--- src/rtl/acq_trig_pkg.sv ---
`timescale 1ns/1ps
package acq_trig_pkg;
   typedef enum logic [1:0] {
      TDIR_NEG  = 2'b00,
      TDIR_POS  = 2'b01,
      TDIR_BOTH = 2'b10,
      TDIR_ANY  = 2'b11
   } trig_dir_e;

   typedef enum logic [1:0] {
      QS_IDLE = 2'b00,
      QS_WAIT = 2'b01,
      QS_RUN  = 2'b10
   } qual_state_e;

   localparam int unsigned MIN_SYNC_STAGES = 2;
endpackage

--- src/rtl/acq_trig_sync.sv ---
`timescale 1ns/1ps
module acq_trig_sync #(
   parameter int unsigned STAGES   = 2,
   parameter bit          IDLE_VAL = 1'b0
) (
   input  logic clk,
   input  logic rst_n,
   input  logic d_i,
   output logic q_o
);
   logic [STAGES-1:0] chain_q;

   generate
      for (genvar g = 0; g < STAGES; g++) begin : g_stage
         if (g == 0) begin : g_first
            always_ff @(posedge clk or negedge rst_n) begin
               if (!rst_n) chain_q[g] <= IDLE_VAL;
               else        chain_q[g] <= d_i;
            end
         end else begin : g_next
            always_ff @(posedge clk or negedge rst_n) begin
               if (!rst_n) chain_q[g] <= IDLE_VAL;
               else        chain_q[g] <= chain_q[g-1];
            end
         end
      end
   endgenerate

   assign q_o = chain_q[STAGES-1];
endmodule

--- src/rtl/acq_trig_edge.sv ---
`timescale 1ns/1ps
module acq_trig_edge #(
   parameter bit IDLE_VAL = 1'b0
) (
   input  logic clk,
   input  logic rst_n,
   input  logic lvl_i,
   output logic rise_o,
   output logic fall_o
);
   logic prev_q;

   always_ff @(posedge clk or negedge rst_n) begin
      if (!rst_n) prev_q <= IDLE_VAL;
      else        prev_q <= lvl_i;
   end

   assign rise_o = lvl_i & ~prev_q;
   assign fall_o = ~lvl_i & prev_q;
endmodule

--- src/rtl/acq_trig_ctrl.sv ---
`timescale 1ns/1ps
module acq_trig_ctrl
   import acq_trig_pkg::*;
(
   input  logic       clk,
   input  logic       rst_n,
   input  logic       start_i,
   input  logic       hw_mode_i,
   input  logic       level_mode_i,
   input  logic [1:0] dir_i,
   input  logic       lvl_i,
   input  logic       rise_i,
   input  logic       fall_i,
   output logic       run_en_o,
   output logic       hit_o
);
   qual_state_e state_q, state_d;
   trig_dir_e   dir;
   logic        both_dir, qual_edge, sw_like, lvl_active;
   logic        run_d, hit_d, run_q, hit_q;

   always_comb begin
      dir        = trig_dir_e'(dir_i);
      both_dir   = (dir == TDIR_BOTH) || (dir == TDIR_ANY);
      unique case (dir)
         TDIR_NEG: qual_edge = fall_i;
         TDIR_POS: qual_edge = rise_i;
         default:  qual_edge = rise_i | fall_i;
      endcase
      sw_like    = !hw_mode_i || (level_mode_i && both_dir);
      lvl_active = !level_mode_i || (lvl_i == dir_i[0]);
   end

   always_comb begin
      state_d = state_q;
      if (!start_i) begin
         state_d = QS_IDLE;
      end else begin
         unique case (state_q)
            QS_IDLE: state_d = sw_like ? QS_RUN : QS_WAIT;
            QS_WAIT: if (qual_edge || sw_like) state_d = QS_RUN;
            default: state_d = QS_RUN;
         endcase
      end
      run_d = start_i && (state_d == QS_RUN) && (sw_like || lvl_active);
      hit_d = start_i && (state_d == QS_RUN) && (state_q != QS_RUN);
   end

   always_ff @(posedge clk or negedge rst_n) begin
      if (!rst_n) begin
         state_q <= QS_IDLE;
         run_q   <= 1'b0;
         hit_q   <= 1'b0;
      end else begin
         state_q <= state_d;
         run_q   <= run_d;
         hit_q   <= hit_d;
      end
   end

   assign run_en_o = run_q;
   assign hit_o    = hit_q;
endmodule

--- src/rtl/acq_trig_qual.sv ---
`timescale 1ns/1ps
module acq_trig_qual
   import acq_trig_pkg::*;
#(
   parameter int unsigned SYNC_STAGES = 2,
   parameter bit          TRIG_IDLE   = 1'b0
) (
   input  logic       clk,
   input  logic       rst_n,
   input  logic       start_i,
   input  logic       hw_mode_i,
   input  logic       level_mode_i,
   input  logic [1:0] dir_i,
   input  logic       trig_async_i,
   output logic       run_en_o,
   output logic       trig_hit_o
);
   generate
      if (SYNC_STAGES < MIN_SYNC_STAGES) begin : g_bad_stages
         $error("acq_trig_qual: SYNC_STAGES below minimum");
      end
   endgenerate

   logic trig_sync, trig_rise, trig_fall;

   acq_trig_sync #(.STAGES(SYNC_STAGES), .IDLE_VAL(TRIG_IDLE)) sync_i (
      .clk   (clk),
      .rst_n (rst_n),
      .d_i   (trig_async_i),
      .q_o   (trig_sync)
   );

   acq_trig_edge #(.IDLE_VAL(TRIG_IDLE)) edge_i (
      .clk    (clk),
      .rst_n  (rst_n),
      .lvl_i  (trig_sync),
      .rise_o (trig_rise),
      .fall_o (trig_fall)
   );

   acq_trig_ctrl ctrl_i (
      .clk          (clk),
      .rst_n        (rst_n),
      .start_i      (start_i),
      .hw_mode_i    (hw_mode_i),
      .level_mode_i (level_mode_i),
      .dir_i        (dir_i),
      .lvl_i        (trig_sync),
      .rise_i       (trig_rise),
      .fall_i       (trig_fall),
      .run_en_o     (run_en_o),
      .hit_o        (trig_hit_o)
   );
endmodule

--- config.mk ---
export PLATFORM = sky130hd
export DESIGN_NAME = acq_trig_qual
export DESIGN_NICKNAME = d
export VERILOG_FILES = /design/src/rtl/acq_trig_pkg.sv /design/src/rtl/acq_trig_sync.sv /design/src/rtl/acq_trig_edge.sv /design/src/rtl/acq_trig_ctrl.sv /design/src/rtl/acq_trig_qual.sv
export SDC_FILE = /design/constraint.sdc
export NUM_CORES = 1
export LEC_CHECK = 0
export BUFFER_PORTS_ARGS = -buffer_cell sky130_fd_sc_hd__buf_2
export CORE_AREA = 2 2 39 41
export CTS_BUF_LIST = sky130_fd_sc_hd__clkbuf_4
export DETAILED_ROUTE_END_ITERATION = 7
export DIE_AREA = 0 0 41 43
export PLACE_DENSITY = 0.56
export RECOVER_POWER = 25
export SYNTH_ARGS = -nofsm -noshare
export SYNTH_HDL_FRONTEND = slang
export SYNTH_SLANG_ARGS = --single-unit
--- constraint.sdc ---
create_clock -name clk -period 1.51 [get_ports clk]
set_input_delay 0.302 -clock clk [delete_from_list [all_inputs] [get_ports clk]]
set_output_delay 0.302 -clock clk [all_outputs]
set_load 0.01 [all_outputs]
== After elaboration in Yosys (flattened, before gate mapping) ==
Index checks and enable logic that the tools add are counted.
Cells by class
  equality and inequality tests: 7
  mux-type cells: 5
  bitwise gates (word level): 5
  reductions and logical operators: 13
Operators by type and width (count)
  $eq A2 B2 Y1 const B: 3
  $mux W2: 3
  $logic_or A1 B1 Y1: 5
  $eq A2 B1 Y1 const B: 2
  $logic_and A1 B1 Y1: 4
  $logic_not A2 Y1: 2
  $pmux W2 S2: 1
  $and A1 B1 Y1: 2
  $logic_not A1 Y1: 2
  $ne A2 B2 Y1 const B: 1
  $not A1 Y1: 2
  $pmux W1 S2: 1
  $eq A1 B1 Y1: 1
  $or A1 B1 Y1: 1
Word-level totals
  bits in registers: 7
  input bits: 8
  output and inout bits: 2
  word-level logic and storage cells: 36

== Longest topological paths before layout ==
Gate-level depths: netlist of the first run.
  depth in word-level cells: 11
  mapped depth: 6
  mapped depth without buffers: 6

== Cells and area by module ==
A second synthesis of the first run with hierarchy kept.
Unflattened totals
  cells, all modules: 23
  area total of the unflattened synthesis: 279.0 um^2
Modules (own cells, without submodules)
  acq_trig_ctrl: instances 1, cells each 18, area each 188.9 um^2, seq. area each 100.1 um^2
  acq_trig_sync: instances 1, cells each 2, area each 50.0 um^2, seq. area each 50.0 um^2
  acq_trig_edge: instances 1, cells each 3, area each 40.0 um^2, seq. area each 25.0 um^2

== Worst setup path after synthesis of the first run ==
OpenSTA, ideal clock, no wires.
  kind: flip-flop to flip-flop
  start point: register sync_i.chain_q[1], in the netlist sync_i.q_o
  end point: register ctrl_i.hit_q, in the netlist ctrl_i.hit_o
  library setup time: 0.120 ns
  arrival: 1.291 ns
  required time: 1.390 ns
  slack: 0.100 ns
  stages on the path, launching flop included: 7
  path buffers: 0
  clock period less this slack: 1.410 ns
  path through: dfrtp_1 > inv_1 > ha_1 > mux2_4 > a31oi_4 > nand3_2 > and3_1
On the way
  longest elaborated chain between the ends: 11
  elaborated cells on any way between the ends: 12
  those cells by class: eq/ne (1); mux (4); bitwise (4); reduce/logical (3)
Ends and longest elaborated chain
  start: declaration: RTL line acq_trig_sync.sv:11  | logic [STAGES-1:0] chain_q;
  start signal: indexed assignment: RTL line acq_trig_sync.sv:23  | else chain_q[g] <= chain_q[g-1];
  $not A1 Y1: RTL line acq_trig_edge.sv:19  | assign fall_o = ~lvl_i & prev_q;
  $and A1 B1 Y1: RTL line acq_trig_edge.sv:19
  $or A1 B1 Y1: RTL line acq_trig_ctrl.sv:28  | default: qual_edge = rise_i | fall_i;
  $pmux W1 S2 (*): RTL line acq_trig_ctrl.sv:25  | unique case (dir)
  $logic_or A1 B1 Y1 (*): RTL line acq_trig_ctrl.sv:41  | QS_WAIT: if (qual_edge || sw_like) state_d = QS_RUN;
  $mux W2 (*): RTL line acq_trig_ctrl.sv:41
  $pmux W2 S2 (*): RTL line acq_trig_ctrl.sv:39  | unique case (state_q)
  $mux W2 (*): RTL line acq_trig_ctrl.sv:36  | if (!start_i) begin
  $eq A2 B2 Y1 (*): RTL line acq_trig_ctrl.sv:46  | hit_d = start_i && (state_d == QS_RUN) && (state_q != QS_RUN);
  $logic_and A1 B1 Y1 (*) (2 in series): RTL line acq_trig_ctrl.sv:46
  via ctrl_i.hit_d: RTL line acq_trig_ctrl.sv:20  | logic run_d, hit_d, run_q, hit_q;
  end signal: assignment: RTL line acq_trig_ctrl.sv:57  | hit_q <= hit_d;
  end: declaration: RTL line acq_trig_ctrl.sv:20
Mark *: on every way through the listed nets, which the timed path passes. The rest lies on a longest branch.

== Worst setup path after layout of the first run ==
Same ends and word-level chain as after synthesis.

==> results of run 1 <==
synthesized netlist by cell type (all sizes together):
cell type / count / area share (%)
a31oi: 2 / 8.6
and3: 1 / 1.9
dfrtp: 7 / 54
ha: 2 / 7.8
inv: 4 / 4.7
mux2: 1 / 4.7
nand2: 1 / 1.2
nand2b: 1 / 1.9
nand3: 1 / 3.1
nor2: 1 / 1.2
nor2b: 1 / 1.9
o21ai: 1 / 2.7
o311a: 1 / 3.1
xnor2: 1 / 2.7
routing by layer:
metal / share of wire (%) / routed length [um] / global-route usage [%]
met4: 0 / 0 / 2.00
met2: 36 / 180 / 9.38
met5: 0 / 0 / 0
met3: 12 / 63 / 7.85
met1: 52 / 261 / 10.9
sequential cells by signal (all words and copies together) (netlist names):
| signal | flops |
|---|---|
| ctrl_i.run_en_o | 1 |
| sync_i.q_o | 1 |
| edge_i.prev_q | 1 |
| sync_i.chain_q | 1 |
| ctrl_i.state_q | 2 |
| ctrl_i.hit_o | 1 |
cells by family after synthesis:
family | Yosys count | synth area share [%]
simple gates | 6 | 11.3
xor+xnor | 1 | 2.72
compound gates | 4 | 14.4
buf+inv | 4 | 4.67
fa+ha+maj | 2 | 7.78
mux | 1 | 4.67
flops | 7 | 54.5
critical path, delay by kind of cell, from the launching register on:
kind	cells	cell delay (ps)
buffers and inverters	1	50
AOI/OAI and AO/OA	1	140
muxes	1	280
and+or+nand+nor	2	270
adders and majority gates	1	170
DFF	1	370
report_power, final:
part | leakage [nW] | switching (mW) | internal (mW)
Clock | 0.0184 | 0.0601 | 0.118
Sequential | 0.0859 | 0.00643 | 0.200
Combinational | 0.122 | 0.0282 | 0.0310
repair_timing:
action | in CTS | in global routing
endpoints found under the setup margin | 0 | 1
hold buffers | 1 | 0
endpoints found under the hold margin | 7 | 0
setup buffers | 0 | 1
area by class of cell:
| cell class | instances | area share [%] |
|---|---|---|
| Multi-Input combinational cell | 14 | 29.8 |
| Timing Repair Buffer | 12 | 15.6 |
| Tap cell | 16 | 4.55 |
| Inverter | 4 | 3.41 |
| Sequential cell | 7 | 39.8 |
| Clock buffer | 4 | 6.82 |
layout by cell type, fill, tap and decap left out:
cell type / instances
o311a_1: 1
clkbuf_4: 4
nand2b_1: 1
xnor2_1: 1
dfrtp_1: 7
buf_4: 2
inv_1: 4
and3_1: 1
dlygate4sd3_1: 1
a31oi_1: 1
nand2_1: 1
o21ai_2: 1
mux2_4: 1
ha_1: 2
nor2b_1: 1
a31oi_4: 1
clkbuf_1: 1
nor2_1: 1
nand3_2: 1
buf_2: 8
path summary, 6_finish.rpt:
check                                        from                 to  slack [ps]  depth (start not counted)
worst max-delay path                   sync_i.q_o       ctrl_i.hit_o         120                          6
worst min-delay path                 trig_async_i  sync_i.chain_q[0]         170                          1
worst max register to register         sync_i.q_o       ctrl_i.hit_o         120                          6
worst min register to register  sync_i.chain_q[0]         sync_i.q_o         340                          0
max in group asynchronous                   rst_n      edge_i.prev_q         770                          2
min in group asynchronous                   rst_n       ctrl_i.hit_o         480                          2
==> run_results.csv, run 1 <==
group,metric,value,unit
outcome,status,"finished, final reports clean",
synthesis,ys_seq_area_share,54.5,%
sta,period_minus_slack,1390,ps
global_routing,grt_pass1_vias,226,
sta,tightest_slew,352,ps
pwr,p_leak,0.226,nW
setup_path,cp.arrival,1520,ps
sta,setup-violations-final,0,
global_routing,gr-usage-all-layers,8.21,%
routing,drc,0,
cells_and_area,regArea,175,um2
cells_and_area,drive_above_1_share,43.9,%
sta,setup_ws,119,ps
global_routing,grt_first_pass_wirelength,897,um
floorplan,fp.dieArea,1760,um2
sta,hold_ws,166,ps
cts,h-tree-depth,1,
cells_and_area,n_fill_cell,137,
synthesis,avgSynthCellArea,12.9,um2
sta,rsz0062_at_grt,"false",
routing,routedWlPerCell,8.86,um
floorplan,chipWidth,41,um
floorplan,core_region_area,1380,um2
sta,hold_violations,0,
place,postPlaceCellArea,394,um2
setup_path,slowest_stage,"dfrtp_1",
setup_path,cp_cell_sequence,"inv_1 > ha_1 > mux2_4 > a31oi_4 > nand3_2 > and3_1",
cts,clk_latency,240,ps
cts,clockRootBuffer,"clkbuf_4",
sta,skew,0.377,ps
cells_and_area,multiInputGateArea,131,um2
cells_and_area,nets,52,
sta,fin_setup_tns,0,ps
global_routing,overflow,0,
sta,post-route-period-util,92.1,%
routing,vias,226,
place,gp_congestion,0.688,
sta,finalMaxSlewViolations,0,
pwr,power,0.443,mW
routing,drt-total-wl,505,um
synthesis,synthDistinctLibCells,15,
setup_path,required,1640,ps
cells_and_area,design_area,440,um2
setup_path,slowest_delay,370,ps
floorplan,io_pins,10,
setup_path,crit_path_start_kind,"register",
synthesis,yosysWarnings,0,
routing,vias_per_cell,3.96,
cts,clk_transition_reported_paths,50,ps
cells_and_area,diodes,0,
floorplan,start_util,23.2,%
cts,cts_max_path_buffers,2,
place,place_ws,71.7,ps
global_routing,antenna_found_initial,0,
cts,clkSinkCount,7,
synthesis,syn_area,322,um2
cts,cts_tree,"done",
worst_hold_path,hold_class,"input pin to register",
synthesis,ys_ff_latch,7,
floorplan,die_h,43,um
place,dp_hpwl,430,um
cts,cts_resized,0,
place,io_buffers,9,
cells_and_area,fin_util,31.8,%
sta,fmax,719,MHz
routing,drt_iter0_drc,2,
cells_and_area,stdcell_count,57,
synthesis,synth_nets,35,
global_routing,grt_max_degree,8,
cells_and_area,synthToLayoutAreaGrowth,37.0,%
pwr,irDropWorstVdd,0.633,mV
setup_path,cp-end-kind,"register",
setup_path,crit_fanout,3,
run,drv_cap,0,
routing,postRouteAntennaNets,0,
routing,dr.pass1.iters,3,
floorplan,rows,14,
sta,relSlewSlack,76.5,%
synthesis,synth_cells,25,
pwr,p_per_area,1010,nW/um2
place,dp_cells,51,
setup_path,crit_type,"register to register",
cts,cts_made_buffers,3,
(Power assumes the default switching activity.)
==> run 2, diff against run 1 <==
--- a/config.mk
+++ b/config.mk
@@ -10,7 +10,7 @@
 export CTS_BUF_LIST = sky130_fd_sc_hd__clkbuf_4
 export DETAILED_ROUTE_END_ITERATION = 7
 export DIE_AREA = 0 0 41 43
-export PLACE_DENSITY = 0.56
+export PLACE_DENSITY = 0.55
 export RECOVER_POWER = 25
 export SYNTH_ARGS = -nofsm -noshare
 export SYNTH_HDL_FRONTEND = slang
==> constraint.sdc (replaced) <==
create_clock -name clk -period 1.5 [get_ports clk]
set_input_delay 0.3 -clock clk [delete_from_list [all_inputs] [get_ports clk]]
set_output_delay 0.3 -clock clk [all_outputs]
set_load 0.01 [all_outputs]
==> run_results.csv, run 2 (synthesis results as in run 1) <==
group,metric,value,unit
cells_and_area,drive_above_1_share,42.5,%
setup_path,cp.arrival,1540,ps
outcome,status,"finished, final reports clean",
routing,drt-total-wl,558,um
cells_and_area,regArea,175,um2
cells_and_area,diodes,0,
cts,clockRootBuffer,"clkbuf_4",
setup_path,required,1640,ps
place,dp_hpwl,410,um
sta,fmax,717,MHz
cells_and_area,largest_reg_flops,2,
cells_and_area,nets,51,
global_routing,gr-usage-all-layers,8.41,%
setup_path,slowest_stage,"dfrtp_1",
worst_hold_path,worstHoldStart,"trig_async_i",
setup_path,slowest_delay,380,ps
cells_and_area,layout_common_cells,"buf_2, dfrtp_1, inv_1, clkbuf_4, ha_1",
cts,cts_made_buffers,3,
setup_path,crit_start,"sync_i.q_o",
global_routing,grt_pass1_vias,210,
setup_path,worstReg2RegStart,"sync_i.q_o",
setup_path,rr_worst_depth,6,
place,postPlaceCellArea,387,um2
cells_and_area,top_register,"ctrl_i.state_q",
floorplan,io_pins,10,
sta,rsz0062_at_grt,"false",
worst_hold_path,holdPathEnd,"sync_i.chain_q[0]",
worst_hold_path,hold_class,"input pin to register",
setup_path,cp_cell_sequence,"inv_1 > ha_1 > mux2_4 > a31oi_4 > nand3_2 > and3_1",
cts,clk_transition_reported_paths,50,ps
pwr,p_leak,0.221,nW
global_routing,antenna_found_initial,0,
setup_path,cp-end-kind,"register",
cts,h-tree-depth,1,
routing,routedWlPerCell,9.96,um
cells_and_area,design_area,433,um2
place,io_buffers,9,
routing,vias_per_cell,3.84,
routing,vias,215,
global_routing,overflow,0,
pwr,irDropWorstVdd,0.450,mV
pwr,p_per_area,1050,nW/um2
worst_hold_path,holdPathStages,1,
sta,setup-violations-final,0,
sta,period_minus_slack,1390,ps
cells_and_area,multiInputGateArea,131,um2
sta,fin_setup_tns,0,ps
cells_and_area,stdcell_count,56,
floorplan,rows,14,
place,dp_cells,50,
cells_and_area,final_common_cell,"buf_2",
sta,skew,3.40,ps
floorplan,core_region_area,1380,um2
floorplan,fp.dieArea,1760,um2
floorplan,start_util,23.2,%
global_routing,grt_first_pass_wirelength,876,um
setup_path,crit_fanout,3,
setup_path,rrSetupSlack,110,ps
cells_and_area,n_fill_cell,151,
global_routing,grt_max_degree,8,
sta,post-route-period-util,93.0,%
sta,tightest_slew,377,ps
sta,relSlewSlack,74.9,%
routing,drt_iter0_drc,0,
floorplan,die_h,43,um
place,gp_congestion,0.634,
setup_path,crit_path_start_kind,"register",
cts,cts_max_path_buffers,2,
run,drv_cap,0,
sta,hold_violations,0,
pwr,power,0.455,mW
sta,hold_ws,156,ps
setup_path,crit_type,"register to register",
cells_and_area,synthToLayoutAreaGrowth,34.6,%
routing,dr.pass1.iters,1,
cts,clk_latency,250,ps
cts,cts_tree,"done",
cts,clkSinkCount,7,
routing,drc,0,
sta,finalMaxSlewViolations,0,
floorplan,chipWidth,41,um
setup_path,reg2reg_to,"ctrl_i.hit_o",
routing,postRouteAntennaNets,0,
## run 2: power by group
| group | internal, mW | total [mW] | switching [mW] |
|---|---|---|---|
| Combinational | 0.0296 | 0.0577 | 0.0281 |
| Clock | 0.120 | 0.189 | 0.0697 |
| Sequential | 0.201 | 0.207 | 0.00665 |
| Total | 0.350 | 0.455 | 0.105 |
## run 2: layout make-up
cell class              instances  share of cell area [%]
flip-flops and latches          7                    40.5
multi-input cells              14                    30.3
repair buffers                 11                    14.2
clock buffers                   4                    6.94
well taps                      16                    4.62
inverters                       4                    3.47
## run 2: metal layers
metal,wire [um],track usage [%]
met1,303,10.9
met2,195,8.13
met3,59,7.85
met4,0,6.00
met5,0,0
## run 2: stage by stage
stage,setup WS [ps],util [%]
floorplan,89.7,-
global placement,19.1,27.9
detailed placement,18.3,27.9
CTS,5.57,30.8
global route,32.1,31.3
finish,106,31.3
## run 2: critical path: cells and delay by family (launching register included)
kind,cells,cell delay [ps]
AOI/OAI and AO/OA,1,140
DFF,1,380
adders and majority gates,1,170
buffers and inverters,1,50
and+or+nand+nor,2,260
muxes,1,280
## run 2: worst max path at each step
stage                     slack, ps  cells past startpoint           end
after global placement           20                      6  ctrl_i.hit_o
after global routing             30                      6  ctrl_i.hit_o
after detailed placement         20                      6  ctrl_i.hit_o
after CTS                         6                      6  ctrl_i.hit_o
final                           110                      6  ctrl_i.hit_o
after floorplan                  90                      6  ctrl_i.hit_o
## run 2: what timing repair did
item                                    CTS  global route
hold buffers                              1             0
buffers inserted                          0             1
gates resized for setup                   0             0
endpoints found under the hold margin     7             0
endpoints found under the setup margin    0             2
==> run 3, diff against run 2 <==
--- a/config.mk
+++ b/config.mk
@@ -6,10 +6,11 @@
 export NUM_CORES = 1
 export LEC_CHECK = 0
 export BUFFER_PORTS_ARGS = -buffer_cell sky130_fd_sc_hd__buf_2
-export CORE_AREA = 2 2 39 41
+export CORE_AREA = 3 3 40 42
 export CTS_BUF_LIST = sky130_fd_sc_hd__clkbuf_4
+export CTS_CLUSTER_DIAMETER = 80
 export DETAILED_ROUTE_END_ITERATION = 7
-export DIE_AREA = 0 0 41 43
+export DIE_AREA = 0 0 43 45
 export PLACE_DENSITY = 0.55
 export RECOVER_POWER = 25
 export SYNTH_ARGS = -nofsm -noshare
==> run_results.csv, run 3 (synthesis results as in run 1) <==
group,metric,value,unit
global_routing,antenna_found_initial,0,
sta,post-route-period-util,93.6,%
pwr,p_per_area,1030,nW/um2
routing,drt-total-wl,520,um
cells_and_area,nets,50,
sta,fin_setup_tns,0,ps
outcome,status,"finished, final reports clean",
setup_path,crit_type,"register to register",
cells_and_area,regArea,175,um2
cells_and_area,top_register,"ctrl_i.state_q",
routing,vias_per_cell,4.06,
pwr,irDropWorstVdd,0.475,mV
routing,routedWlPerCell,9.63,um
sta,finalMaxSlewViolations,0,
floorplan,die_h,45,um
cts,cts_made_buffers,3,
setup_path,crit_family,"flip-flops",
floorplan,core_region_area,1280,um2
global_routing,gr-usage-all-layers,6.48,%
setup_path,cp.arrival,1540,ps
setup_path,cp_num_buf_inv,1,
sta,relSlewSlack,89.0,%
cts,clockRootBuffer,"clkbuf_4",
floorplan,chipWidth,43,um
global_routing,grt_first_pass_wirelength,841,um
setup_path,crit_fanout,4,
pwr,p_leak,0.219,nW
cells_and_area,layout_common_cells,"buf_2, dfrtp_1, inv_1, clkbuf_4, ha_1",
cells_and_area,synthToLayoutAreaGrowth,33.9,%
setup_path,rr_worst_depth,6,
cells_and_area,diodes,0,
global_routing,grt_max_degree,8,
cts,clk_latency,240,ps
cts,clkSinkCount,7,
floorplan,io_pins,10,
sta,hold_violations,0,
routing,dr.pass1.iters,2,
setup_path,required,1640,ps
cts,h-tree-depth,1,
global_routing,grt_pass1_vias,229,
setup_path,rrSetupSlack,100,ps
cells_and_area,drive_above_1_share,46.2,%
floorplan,fp.dieArea,1940,um2
floorplan,rows,13,
cells_and_area,multiInputGateArea,136,um2
place,gp_congestion,0.637,
cts,cts_max_path_buffers,2,
sta,fmax,712,MHz
setup_path,worstReg2RegStart,"sync_i.q_o",
place,dp_hpwl,440,um
setup_path,slowest_delay,390,ps
sta,tightest_slew,165,ps
cells_and_area,largest_reg_flops,2,
sta,period_minus_slack,1400,ps
cts,clk_transition_reported_paths,50,ps
routing,drt_iter0_drc,1,
cells_and_area,final_common_cell,"buf_2",
setup_path,crit_path_start_kind,"register",
floorplan,start_util,25.0,%
sta,setup-violations-final,0,
global_routing,overflow,0,
place,postPlaceCellArea,385,um2
setup_path,slowest_stage,"dfrtp_1",
worst_hold_path,hold_class,"input pin to register",
sta,skew,3.70,ps
cts,cts_tree,"done",
worst_hold_path,holdPathEnd,"sync_i.chain_q[0]",
run,drv_cap,0,
setup_path,cp-end-kind,"register",
setup_path,reg2reg_to,"ctrl_i.hit_o",
setup_path,cp_cell_sequence,"inv_1 > ha_1 > mux2_4 > a31oi_4 > nand3_2 > and3_4",
worst_hold_path,holdPathStages,1,
routing,postRouteAntennaNets,0,
routing,drc,0,
place,io_buffers,9,
sta,rsz0062_at_grt,"false",
routing,vias,219,
cells_and_area,design_area,430,um2
cells_and_area,n_fill_cell,134,
worst_hold_path,worstHoldStart,"trig_async_i",
## run 3: cell types whose count changed in the layout (fill, tap and decap cells not counted), sizes merged
cell    change
clkbuf      -1
## run 3: repair_timing
| action | 4_1_cts | 5_1_grt |
|---|---|---|
| endpoints found under the hold margin | 7 | 0 |
| setup endpoints to repair | 0 | 3 |
| buffers inserted | 0 | 0 |
| gates resized for setup | 0 | 1 |
| hold buffers | 1 | 0 |
## run 3: worst max path at each step
stage	startpoint	endpoint	slack, ps	cells past startpoint
floorplan	sync_i.q_o	ctrl_i.hit_o	90	6
global route	sync_i.q_o	ctrl_i.hit_o	9	6
detailed placement	sync_i.q_o	ctrl_i.hit_o	20	6
finish	sync_i.q_o	ctrl_i.hit_o	100	6
global placement	sync_i.q_o	ctrl_i.hit_o	40	6
CTS	sync_i.q_o	ctrl_i.hit_o	20	6
## run 3: metal layers
layer | track usage (%) | share of wire (%) | vias to the layer above
met5 | 0 | 0 | -
met4 | 0 | 0 | 0
met3 | 7.17 | 9.8 | 0
met2 | 10.2 | 48 | 9
met1 | 6.22 | 42 | 99
li1 | - | - | 111
## run 3: final cells by class
type / instances / area share [%]
clock buffers: 4 / 6.98
inverters: 4 / 3.49
multi-input cells: 14 / 31.7
flip-flops and latches: 7 / 40.7
well taps: 15 / 4.36
repair buffers: 10 / 12.8
## run 3: power by group
group | switching [mW] | internal, mW
sequential | 0.00748 | 0.201
clock | 0.0607 | 0.119
combinational | 0.0270 | 0.0301
total | 0.0952 | 0.350
## run 3: worst reg2reg max path: stages (launching register included)
cell and delay, ps:
dfrtp_1 390, inv_1 60, ha_1 170, mux2_4 280, a31oi_4 150, nand3_2 100, and3_4 150
## run 3: stage by stage
| step | std cells | worst slack (ps) | total power, mW | utilization [%] | hold WS [ps] |
|---|---|---|---|---|---|
| 3_3_place_gp | 49 | 35.1 | 0.265 | 30.0 | 139 |
| 5_1_grt | 54 | 8.82 | 0.481 | 33.5 | 136 |
| 2_1_floorplan | 25 | 89.7 | 0.240 | - | 4.41 |
| 4_1_cts | 54 | 15.6 | 0.455 | 33.1 | 152 |
| 3_5_place_dp | 49 | 21.3 | 0.266 | 30.0 | 136 |
| 6_report | 54 | 95.5 | 0.445 | 33.5 | 165 |
